## src/rtl/regReplayPkg.sv

```systemverilog
package regReplayPkg;

  typedef enum logic [1:0] {
    ST_IDLE   = 2'd0,
    ST_SETUP  = 2'd1,
    ST_ACCESS = 2'd2,
    ST_RESP   = 2'd3
  } seqState_t;

  // strobes from control to datapath
  typedef struct packed {
    logic capture;   // request accepted this cycle
    logic xferDone;  // access phase completes this cycle
    logic isDummy;   // current transfer is the throw-away read
    logic lastXfer;  // current transfer is the final one of the run
  } seqCtl_t;

endpackage

```

## src/rtl/regReplayCtl.sv

```systemverilog
module regReplayCtl
  import regReplayPkg::*;
#(
  parameter bit REPLAY_EN = 1'b1
) (
  input  logic    clk,
  input  logic    rst,
  input  logic    reqValid,
  input  logic    reqWrite,
  input  logic    pready,
  output logic    reqReady,
  output logic    psel,
  output logic    penable,
  output logic    rspValid,
  output logic    rspDone,
  output seqCtl_t ctl
);

  localparam int STEP_W = 2;

  seqState_t state, stateNext;
  logic [STEP_W-1:0] stepQ, lastQ, lastIdx;
  logic wrQ;
  logic accept;
  logic xferDone;
  logic atLast;

  // last step index depends on the replay variant
  generate
    if (REPLAY_EN) begin : g_replay
      assign lastIdx = reqWrite ? STEP_W'(2) : STEP_W'(1);
    end else begin : g_plain
      assign lastIdx = '0;
    end
  endgenerate

  assign accept   = reqValid && (state == ST_IDLE);
  assign xferDone = (state == ST_ACCESS) && pready;
  assign atLast   = (stepQ == lastQ);

  always_comb begin
    stateNext = state;
    unique case (state)
      ST_IDLE:   if (accept) stateNext = ST_SETUP;
      ST_SETUP:  stateNext = ST_ACCESS;
      ST_ACCESS: if (pready) stateNext = atLast ? ST_RESP : ST_SETUP;
      ST_RESP:   stateNext = ST_IDLE;
      default:   stateNext = ST_IDLE;
    endcase
  end

  always_ff @(posedge clk) begin
    if (rst) begin
      state <= ST_IDLE;
      stepQ <= '0;
      lastQ <= '0;
      wrQ   <= 1'b0;
    end else begin
      state <= stateNext;
      if (accept) begin
        stepQ <= '0;
        lastQ <= lastIdx;
        wrQ   <= reqWrite;
      end else if (xferDone && !atLast) begin
        stepQ <= stepQ + STEP_W'(1);
      end
    end
  end

  assign reqReady = (state == ST_IDLE);
  assign psel     = (state == ST_SETUP) || (state == ST_ACCESS);
  assign penable  = (state == ST_ACCESS);
  assign rspValid = (state == ST_RESP) && !wrQ;
  assign rspDone  = (state == ST_RESP) && wrQ;

  assign ctl.capture  = accept;
  assign ctl.xferDone = xferDone;
  assign ctl.isDummy  = REPLAY_EN && wrQ && (stepQ == '0);
  assign ctl.lastXfer = atLast;

  // ---------------- assertions ----------------
  logic [2:0] chkCnt;
  logic [2:0] chkExp;
  always_ff @(posedge clk) begin
    if (rst) chkCnt <= '0;
    else if (accept) chkCnt <= '0;
    else if (xferDone) chkCnt <= chkCnt + 3'd1;
  end
  assign chkExp = REPLAY_EN ? (wrQ ? 3'd3 : 3'd2) : 3'd1;

  // transfer count per run
  a_r2_xfer_count: assert property (@(posedge clk) disable iff (rst)
    (rspValid || rspDone) |-> (chkCnt == chkExp));

  a_r4_setup_then_access: assert property (@(posedge clk) disable iff (rst)
    (psel && !penable) |=> (psel && penable));

  a_r4_hold_until_ready: assert property (@(posedge clk) disable iff (rst)
    (psel && penable && !pready) |=> (psel && penable));

  a_r5_busy_not_ready: assert property (@(posedge clk) disable iff (rst)
    psel |-> !reqReady);

  a_r6_single_pulse: assert property (@(posedge clk) disable iff (rst)
    (rspValid || rspDone) |=> (!rspValid && !rspDone && reqReady));

  a_r6_exclusive: assert property (@(posedge clk) disable iff (rst)
    !(rspValid && rspDone));

endmodule

```

## src/rtl/regReplayDp.sv

```systemverilog
module regReplayDp
  import regReplayPkg::*;
#(
  parameter int ADDR_W = 16,
  parameter int DATA_W = 32,
  parameter logic [ADDR_W-1:0] DUMMY_ADDR = '0
) (
  input  logic              clk,
  input  logic              rst,
  input  seqCtl_t           ctl,
  input  logic [ADDR_W-1:0] reqAddr,
  input  logic [DATA_W-1:0] reqWdata,
  input  logic              reqWrite,
  input  logic [DATA_W-1:0] prdata,
  input  logic              pslverr,
  input  logic              psel,
  input  logic              penable,
  input  logic              pready,
  output logic [ADDR_W-1:0] paddr,
  output logic              pwrite,
  output logic [DATA_W-1:0] pwdata,
  output logic [DATA_W-1:0] rspRdata,
  output logic              rspErr
);

  logic [ADDR_W-1:0] addrQ;
  logic [DATA_W-1:0] wdataQ, rdataQ;
  logic              wrQ, errQ;

  always_ff @(posedge clk) begin
    if (rst) begin
      addrQ  <= '0;
      wdataQ <= '0;
      wrQ    <= 1'b0;
      rdataQ <= '0;
      errQ   <= 1'b0;
    end else begin
      if (ctl.capture) begin
        addrQ  <= reqAddr;
        wdataQ <= reqWdata;
        wrQ    <= reqWrite;
        errQ   <= 1'b0;
      end else if (ctl.xferDone) begin
        errQ <= errQ | pslverr;
        if (ctl.lastXfer && !wrQ) rdataQ <= prdata;
      end
    end
  end

  assign paddr    = ctl.isDummy ? DUMMY_ADDR : addrQ;
  assign pwrite   = wrQ && !ctl.isDummy;
  assign pwdata   = wdataQ;
  assign rspRdata = rdataQ;
  assign rspErr   = errQ;

  a_r4_stable_bus: assert property (@(posedge clk) disable iff (rst)
    (psel && penable && !pready) |=>
      ($stable(paddr) && $stable(pwrite) && $stable(pwdata)));

  a_r7_err_sticky: assert property (@(posedge clk) disable iff (rst)
    (errQ && !ctl.capture) |=> errQ);

  a_r7_err_seen: assert property (@(posedge clk) disable iff (rst)
    (ctl.xferDone && pslverr && !ctl.capture) |=> errQ);

endmodule

```

## src/rtl/regReplaySeq.sv

```systemverilog
module regReplaySeq
  import regReplayPkg::*;
#(
  parameter int ADDR_W = 16,
  parameter int DATA_W = 32,
  parameter bit REPLAY_EN = 1'b1,
  parameter logic [ADDR_W-1:0] DUMMY_ADDR = '0
) (
  input  logic              clk,
  input  logic              rst,
  input  logic              reqValid,
  output logic              reqReady,
  input  logic [ADDR_W-1:0] reqAddr,
  input  logic [DATA_W-1:0] reqWdata,
  input  logic              reqWrite,
  output logic              rspValid,
  output logic              rspDone,
  output logic [DATA_W-1:0] rspRdata,
  output logic              rspErr,
  output logic [ADDR_W-1:0] paddr,
  output logic              psel,
  output logic              penable,
  output logic              pwrite,
  output logic [DATA_W-1:0] pwdata,
  input  logic [DATA_W-1:0] prdata,
  input  logic              pready,
  input  logic              pslverr
);

  seqCtl_t ctl;
  logic    rspErrRaw;

  regReplayCtl #(.REPLAY_EN(REPLAY_EN)) i_ctl (
    .clk(clk), .rst(rst), .reqValid(reqValid), .reqWrite(reqWrite),
    .pready(pready), .reqReady(reqReady), .psel(psel), .penable(penable),
    .rspValid(rspValid), .rspDone(rspDone), .ctl(ctl)
  );

  regReplayDp #(.ADDR_W(ADDR_W), .DATA_W(DATA_W), .DUMMY_ADDR(DUMMY_ADDR)) i_dp (
    .clk(clk), .rst(rst), .ctl(ctl), .reqAddr(reqAddr), .reqWdata(reqWdata),
    .reqWrite(reqWrite), .prdata(prdata), .pslverr(pslverr), .psel(psel),
    .penable(penable), .pready(pready), .paddr(paddr), .pwrite(pwrite),
    .pwdata(pwdata), .rspRdata(rspRdata), .rspErr(rspErrRaw)
  );

  // error is only reported alongside a response
  assign rspErr = rspErrRaw && (rspValid || rspDone);

  a_r1_idle_after_reset: assert property (@(posedge clk)
    $past(rst) |-> (!psel && !penable && reqReady && !rspValid && !rspDone));

endmodule

```

## config.mk

```make
export PLATFORM = sky130hd
export DESIGN_NAME = regReplaySeq
export DESIGN_NICKNAME = d
export VERILOG_FILES = /design/src/rtl/regReplayPkg.sv /design/src/rtl/regReplayCtl.sv /design/src/rtl/regReplayDp.sv /design/src/rtl/regReplaySeq.sv
export SDC_FILE = /design/constraint.sdc
export NUM_CORES = 1
export LEC_CHECK = 0
export BUFFER_PORTS_ARGS = -buffer_cell sky130_fd_sc_hd__buf_2
export CORE_MARGIN = 3
export CORE_UTILIZATION = 40
export CTS_CLUSTER_SIZE = 28
export DETAILED_ROUTE_END_ITERATION = 12
export PLACE_DENSITY = 0.73
export SLEW_MARGIN = 20
export SYNTH_ARGS = -nofsm -noshare
export SYNTH_HDL_FRONTEND = slang
export SYNTH_SLANG_ARGS = --single-unit
```

## constraint.sdc

```tcl
create_clock -name clk -period 1.4 [get_ports clk]
set_input_delay 0 -clock clk [delete_from_list [all_inputs] [get_ports clk]]
set_output_delay 0 -clock clk [all_outputs]
set_load 0.05 [all_outputs]
```

==> results of run 1 <==
[per-layer routing]
metal	vias up	share of wire (%)	GRT usage [%]
met3	26	6.6	4.96
met5	-	0	0
met1	1767	38	22.6
met4	0	3.0	8.79
li1	1855	-	-
met2	153	52	39.2
[cells in the mapped netlist (all sizes together)]
| master | count |
|---|---|
| and2b | 1 |
| nor3 | 1 |
| nand3 | 1 |
| and3 | 1 |
| a311oi | 1 |
| dfxtp | 87 |
| nor2 | 1 |
| nor2b | 1 |
| mux2i | 34 |
| and2 | 20 |
| nor4bb | 1 |
| o21a | 1 |
| inv | 4 |
| xnor2 | 2 |
| a31oi | 2 |
| nand2b | 67 |
| clkbuf | 14 |
| ha | 5 |
| a21oi | 53 |
| buf | 15 |
| nand2 | 106 |
[sequential cells by signal (all words and copies together), names as in the netlist]
| register | cells |
|---|---|
| i_dp.addrQ | 16 |
| i_dp.rspErr | 1 |
| i_ctl.state | 2 |
| i_dp.pwdata | 32 |
| i_ctl.lastQ | 1 |
| i_ctl.wrQ | 1 |
| i_ctl.stepQ | 2 |
| i_dp.rspRdata | 32 |
[worst max-delay path, cell delays in order (launching register included)]
cell and delay, ps:
dfxtp_2 340, inv_2 50, buf_6 120, ha_4 170, nand2_4 70, and3_4 260
buf_12 160, mux2i_2 200
[cell families (layout without fill, tap and decap cells)]
| family | after synthesis | count (layout) |
|---|---|---|
| AND/OR/NAND/NOR | 200 | 200 |
| flip-flops | 87 | 87 |
| AO/OA/AOI/OAI | 57 | 57 |
| multiplexers | 34 | 34 |
| buffers and inverters | 33 | 297 |
| adder cells (fa/ha/maj) | 5 | 5 |
| XOR/XNOR | 2 | 2 |
[path summary, 6_finish.rpt]
check	from	endpoint	slack [ps]	cells past startpoint
setup / recovery	i_ctl.state[0]	i_dp.rspRdata[30]	-50	7
hold / removal	reqValid	i_ctl.stepQ[0]	90	4
setup reg to reg	i_ctl.state[0]	i_dp.rspRdata[30]	-50	7
hold reg to reg	i_dp.pwdata[13]	i_dp.pwdata[13]	460	2
[where the power goes]
part	leakage, nW	internal, mW	total [mW]	switching [mW]
combinational	1.90	1.61	4.24	2.63
sequential	0.711	2.84	3.04	0.204
clock	0.0988	0.927	1.82	0.896
[what timing repair did]
item / CTS / global route
resized for setup: 62 / 33
endpoints found under the hold margin: 83 / 0
setup buffers: 2 / 1
cloned: 0 / 3
setup endpoints to repair: 49 / 92
hold buffers: 83 / 0
pin swaps: 2 / 22
[metrics by stage]
stage          power, mW  area, sq um  hold WS (ps)  worst slack, ps  setup TNS, ps
6_report            9.11         6140          89.5            -48.4           -877
5_1_grt             9.55         6140           115             -126          -4560
4_1_cts             8.80         5920          71.6            -63.6          -1590
3_5_place_dp        6.58         4690           246            -65.0           -891
3_3_place_gp        6.50         4690           240             13.5              0
2_1_floorplan       5.73         3680           136            -39.2          -1180
[area by class of cell]
class,instances,share of cell area (%)
clock inverter,4,0.877
multi-input combinational,298,30.1
clock buffer,12,2.53
tap,108,2.20
inverter,4,0.245
timing repair buffer,277,35.5
sequential,87,28.5
==> flow_summary.yaml, run 1 <==
timing:
  slew_headroom_pct: 62.5
  finalSetupViolations: 43
  layout_min_cycle_time_ps: 1450
  finalMaxSlewViolations: 0
  max_freq_mhz: 690
  skew_ps: 12.2
  fin_ws_ps: -48.4
  worstMarginPinSlew_ps: 562
  min_period_over_period_pct: 103
  finalHoldViolCount: 0
  rsz0062_at_grt: "yes"
floorplanning:
  die_w_um: 101
  start_util_pct: 41.4
  coreArea_sq_um: 8760
  io_pins: 173
  die_h_um: 101
  num_rows: 34
  die_area_sq_um: 10300
critical_path:
  end_kind: "flop"
  cp_max_fo: 10
  worst-endpoint-arrival_ps: 1720
  path_class: "reg -> reg"
  start_kind: "flop"
  cp.required_ps: 1670
synthesis:
  postSynthCellCount: 418
  synth_seq_cells: 87
  synth_fp_nets: 509
  synth_cell_types: 24
  synth_fa_ha_area_share_pct: 1.72
  yosys.area.top_type: "dfxtp_1"
  synth.avg_cell_area_sq_um: 8.69
  muxShareOfSynthArea_pct: 9.37
  yosysSeqAreaShare_pct: 48.0
  synth.area.top_cells: "dfxtp_1 48%, nand2b_1 12%, nand2_1 11%, mux2i_1 9.4%, a21oi_1 7.3%"
  synth.top_cell.area_share_pct: 48.0
  synth_compound_area_share_pct: 8.10
  synth_top_family_by_area: "simple AND/OR/NAND/NOR gates"
  synth-simple-area-share_pct: 27.2
  syn_area_sq_um: 3630
  synth-xor-area-share_pct: 0.482
  ys_warn_count: 0
worst_hold_path:
  hold_path.class: "in -> reg"
detailed_routing:
  antenna_left: 0
  wirelength_um: 11900
  firstDrtPassIters: 4
  vias: 3801
  vias_per_cell: 4.81
  drtIter0Drc: 101
  drc_errors: 0
  wl_per_cell_um: 15.0
place:
  dp.cells: 685
  port-buffer-count: 172
  dp_hpwl_um: 6740
  place_congestion: 0.798
cells_and_area:
  fin_util_pct: 70.0
  syn2layout_area_growth_pct: 69.0
  multiInputGateArea_sq_um: 1850
  layout-drive-gt1-share_pct: 36.5
  mostFrequentLayoutCells: "152 x buf_2, 104 x nand2_1, 83 x dlygate4sd3_1"
  antenna_cells: 0
  final_cells: 790
  final-seq-area_sq_um: 1750
  final_common_cell: "buf_2"
  nFillCells: 654
  fin_nets: 768
grt:
  grt_first_pass_wirelength_um: 17300
  antenna_found_initial: 0
  grt-ovfl-total: 0
  grt_usage_pct: 21.1
  first_global_vias: 3783
  grt_max_degree: 45
pwr:
  p_per_area_nw_per_um2: 1480
  p_leak_nw: 2.71
  ir_worst_vdd_uv: 933
clock_network:
  cts_sinks: 87
  clockBufferDepth: 2
  clk_pin_slew_worst_paths_ps: 80
  cts_tree: "yes"
  insertion_delay_ps: 350
  cts_buffers: 9
  root_buffer: "clkbuf_8"
  h-tree-depth: 3
run_status:
  outcome: "complete, but fails checks"
  violations: "setup timing"
run:
  max_cap_viol_count: 0
Note: power is estimated with default switching activity, not from simulation.
==> run 2: changes to the inputs <==
--- a/config.mk
+++ b/config.mk
@@ -11,6 +11,7 @@
 export CTS_CLUSTER_SIZE = 28
 export DETAILED_ROUTE_END_ITERATION = 12
 export PLACE_DENSITY = 0.73
+export RECOVER_POWER = 100
 export SLEW_MARGIN = 20
 export SYNTH_ARGS = -nofsm -noshare
 export SYNTH_HDL_FRONTEND = slang
==> flow_summary.yaml, run 2 (synthesized netlist as in run 1, its figures left out) <==
run_status:
  outcome: "complete, but fails checks"
  violations: "setup timing"
pwr:
  p_per_area_nw_per_um2: 1490
  ir_worst_vdd_uv: 914
  switching_share_pct: 41.2
  power.share.sequential_pct: 33.7
  p_comb_share_pct: 46.2
  p_clk_share_pct: 20.1
  intPower_mw: 5.31
  p_leak_nw: 2.44
  p_sw_mw: 3.73
cells_and_area:
  fin_util_pct: 69.1
  antenna_cells: 0
  syn2layout_area_growth_pct: 66.8
  fin_nets: 768
  mostFrequentLayoutCells: "104 x nand2_1, 88 x buf_2, 83 x dlygate4sd3_1"
  layout-drive-gt1-share_pct: 27.1
  final_common_cell: "nand2_1"
timing:
  worstMarginPinSlew_ps: 643
  min_period_over_period_pct: 104
  rsz0062_at_grt: "yes"
  skew_ps: 11.5
  max_freq_mhz: 688
  setup_tns_ps: -748
  finalMaxSlewViolations: 0
  finalSetupViolations: 37
  layout_min_cycle_time_ps: 1450
  fin_ws_ps: -54.3
  finalHoldViolCount: 0
  slew_headroom_pct: 57.3
floorplanning:
  coreArea_sq_um: 8760
  num_rows: 34
  die_area_sq_um: 10300
  die_w_um: 101
  die_h_um: 101
  io_pins: 173
  start_util_pct: 41.4
critical_path:
  worst-endpoint-arrival_ps: 1720
  end_kind: "flop"
  path_class: "reg -> reg"
  cp_max_fo: 6
  start_kind: "flop"
  cp.required_ps: 1670
detailed_routing:
  vias_per_cell: 4.84
  antenna_left: 0
  vias: 3821
  drc_errors: 0
  firstDrtPassIters: 4
  top_layer: "met4"
  wl_met3_um: 765
  drtIter0Drc: 109
  wl_per_cell_um: 15.0
  wirelength_um: 11800
  wl_met1_um: 4560
  wl_met2_um: 6190
grt:
  grt_usage_pct: 21.1
  antenna_found_initial: 0
  first_global_vias: 3783
  grt_max_degree: 45
  grt_first_pass_wirelength_um: 17300
  grt-ovfl-total: 0
worst_hold_path:
  hold_path.class: "in -> reg"
place:
  place_congestion: 0.798
  port-buffer-count: 172
  dp_hpwl_um: 6740
run:
  max_cap_viol_count: 0
clock_network:
  clockBufferDepth: 2
  cts_tree: "yes"
  h-tree-depth: 3
  root_buffer: "clkbuf_8"
  cts_sinks: 87
  clk_pin_slew_worst_paths_ps: 90
  insertion_delay_ps: 340
  cts_buffers: 9
-- run 2: cell types whose count changed in the layout (fill, tap and decap cells not counted), sizes merged --
cell | previous run | this run
buf | 190 | 126
clkbuf | 16 | 80
-- run 2: final cells by class --
type	count	area [sq um]
timing repair buffer	277	2100
sequential	87	1750
clock inverter	4	53.8
multi-input combinational	298	1850
tap	108	135
fill	694	2710
inverter	4	15.0
clock buffer	12	155
-- run 2: timing repair --
item	CTS	global route
hold buffers	83	0
pin swaps	2	22
gates resized for setup	62	33
buffers inserted	2	1
hold endpoints to repair	83	0
gates cloned	0	3
setup endpoints to repair	49	92
-- run 2: power by group through the flow --
stage          Combinational, mW  Sequential, mW  Clock [mW]
3_3_place_gp                3.45            3.05           0
2_1_floorplan               1.88            3.85           0
5_1_grt                     4.42            3.09        1.98
4_1_cts                     3.90            3.03        1.86
3_5_place_dp                3.50            3.07           0
6_report                    4.18            3.05        1.81
-- run 2: worst paths after layout --
kind | start | endpoint | slack (ps) | cells after the start
hold / removal | reqValid | i_ctl.stepQ[0] | 100 | 4
hold reg to reg | i_dp.pwdata[13] | i_dp.pwdata[13] | 460 | 2
setup / recovery | i_ctl.state[0] | i_dp.rspRdata[26] | -50 | 7
setup reg to reg | i_ctl.state[0] | i_dp.rspRdata[26] | -50 | 7
-- run 2: stage by stage --
stage	std cells	instance area (sq um)	power [mW]	setup WS, ps	hold slack, ps
floorplan	418	3680	5.73	-39.2	136
global placement	685	4690	6.50	13.5	240
detailed placement	685	4690	6.58	-65.0	246
CTS	786	5920	8.80	-63.6	71.6
global route	790	6060	9.49	-126	115
finish	790	6060	9.04	-54.3	97.7
-- run 2: worst max-delay path, cell delays in order (launching register included) --
cell	delay (ps)
dfxtp_2	340
inv_2	50
buf_6	120
ha_4	170
nand2_4	70
and3_4	260
buf_6	160
mux2i_2	220
-- run 2: per-layer routing --
metal	GRT usage, %	vias to the layer above
li1	-	1857
met1	22.6	1787
met2	39.2	152
met3	4.96	25
met4	8.79	0
met5	0	-
==> run 3: changes to the inputs <==
--- a/config.mk
+++ b/config.mk
@@ -10,7 +10,7 @@
 export CORE_UTILIZATION = 40
 export CTS_CLUSTER_SIZE = 28
 export DETAILED_ROUTE_END_ITERATION = 12
-export PLACE_DENSITY = 0.73
+export PLACE_DENSITY = 0.71
 export RECOVER_POWER = 100
 export SLEW_MARGIN = 20
 export SYNTH_ARGS = -nofsm -noshare
==> constraint.sdc (replaced) <==
create_clock -name clk -period 1.55 [get_ports clk]
set_input_delay 0 -clock clk [delete_from_list [all_inputs] [get_ports clk]]
set_output_delay 0 -clock clk [all_outputs]
set_load 0.05 [all_outputs]
==> flow_summary.yaml, run 3 (synthesized netlist as in run 1, its figures left out) <==
run_status:
  outcome: "complete, no violations"
cells_and_area:
  fin_nets: 771
  stdcell_area_sq_um: 5860
  mostFrequentLayoutCells: "104 x nand2_1, 93 x buf_2, 84 x dfxtp_1"
  syn2layout_area_growth_pct: 61.3
  layout-drive-gt1-share_pct: 23.5
  final_common_cell: "nand2_1"
  antenna_cells: 0
  nFillCells: 714
critical_path:
  cp_slowest_stage_delay_ps: 410
  critPathTopFamily: "flip-flops"
  end_kind: "flop"
  crit_chain: "inv_1, ha_4, nand2_4, and3_4, buf_6, clkbuf_16, mux2i_1"
  critPathBufInv: 3
  worst-endpoint-arrival_ps: 1800
  cp_max_fo: 6
  cp.required_ps: 1830
  path_class: "reg -> reg"
  start_kind: "flop"
  crit_slowest_cell: "dfxtp_1"
clock_network:
  root_buffer: "clkbuf_8"
  clk_pin_slew_worst_paths_ps: 80
  h-tree-depth: 3
  cts_sinks: 87
  clockBufferDepth: 2
  insertion_delay_ps: 350
  cts_buffers: 9
  cts_tree: "yes"
detailed_routing:
  wl_per_cell_um: 14.2
  drtIter0Drc: 104
  antenna_left: 0
  drc_errors: 0
  firstDrtPassIters: 5
  vias: 3744
  vias_per_cell: 4.72
  wirelength_um: 11300
timing:
  max_freq_mhz: 654
  holdWs_ps: 88.7
  finalMaxSlewViolations: 0
  skew_ps: 7.82
  min_period_over_period_pct: 98.6
  rsz0062_at_grt: "yes"
  layout_min_cycle_time_ps: 1530
  finalSetupViolations: 0
  fin_ws_ps: 21.5
  worstMarginPinSlew_ps: 635
  finalHoldViolCount: 0
  slew_headroom_pct: 57.9
worst_hold_path:
  hold_path.class: "in -> reg"
place:
  dp_hpwl_um: 6550
  post-place-ws_ps: -65.5
  place_congestion: 0.764
  port-buffer-count: 172
  place_area_sq_um: 4640
floorplanning:
  die_area_sq_um: 10300
  start_util_pct: 41.4
  die_h_um: 101
  die_w_um: 101
  num_rows: 34
  coreArea_sq_um: 8760
  io_pins: 173
grt:
  grt_max_degree: 53
  first_global_vias: 3721
  antenna_found_initial: 0
  grt_first_pass_wirelength_um: 17100
  grt_usage_pct: 20.9
  grt-ovfl-total: 0
pwr:
  p_per_area_nw_per_um2: 1330
  p_leak_nw: 2.37
  finalPower_mw: 7.82
  ir_worst_vdd_uv: 1140
run:
  max_cap_viol_count: 0
## run 3: cell count changes in the layout (fill, tap and decap cells not counted), moves of 3 or more
cell	delta
and2_4	-17
buf_4	+8
buf_2	+5
clkbuf_4	+5
inv_1	+3
buf_8	-16
inv_2	-4
and2_1	+17
## run 3: report_power, final
part	switching, mW	internal [mW]
registers	0.180	2.56
logic	2.31	1.19
clock network	0.794	0.787
## run 3: area by class of cell
class,instances,area [sq um],share of cell area [%]
clock buffers,11,141,2.41
clock inverters,5,57.6,0.983
inverters,4,17.5,0.299
multi-input cells,299,1790,30.5
flip-flops and latches,87,1750,29.8
well taps,108,135,2.31
repair buffers,279,1970,33.6
## run 3: worst paths after layout
check	start	endpoint	slack (ps)	depth (start not counted)
setup / recovery	i_ctl.state[1]	i_dp.rspRdata[12]	20	7
hold / removal	rst	i_ctl.lastQ[0]	90	2
setup reg to reg	i_ctl.state[1]	i_dp.rspRdata[12]	20	7
hold reg to reg	i_dp.pwdata[31]	i_dp.pwdata[31]	450	2
## run 3: what timing repair did
| action | CTS | global route |
|---|---|---|
| resized for setup | 19 | 27 |
| pin swaps | 2 | 2 |
| gates cloned | 2 | 2 |
| hold endpoints to repair | 83 | 0 |
| hold buffers | 83 | 0 |
| endpoints found under the setup margin | 48 | 48 |
| setup buffers | 2 | 4 |
## run 3: per-layer routing
| layer | vias to the layer above | track usage (%) | routed length, um |
|---|---|---|---|
| met1 | 1711 | 22.9 | 4400 |
| met2 | 145 | 37.2 | 5760 |
| met4 | 0 | 8.59 | 312 |
| met5 | - | 0 | 0 |
| met3 | 27 | 6.68 | 811 |
| li1 | 1861 | - | - |
## run 3: through the flow
stage	util [%]	instances	TNS, ps
after detailed placement	53.0	685	-1310
after floorplan	-	418	0
after CTS	66.0	788	-287
final	66.8	793	0
after global placement	53.0	685	0
after global routing	66.8	793	-653
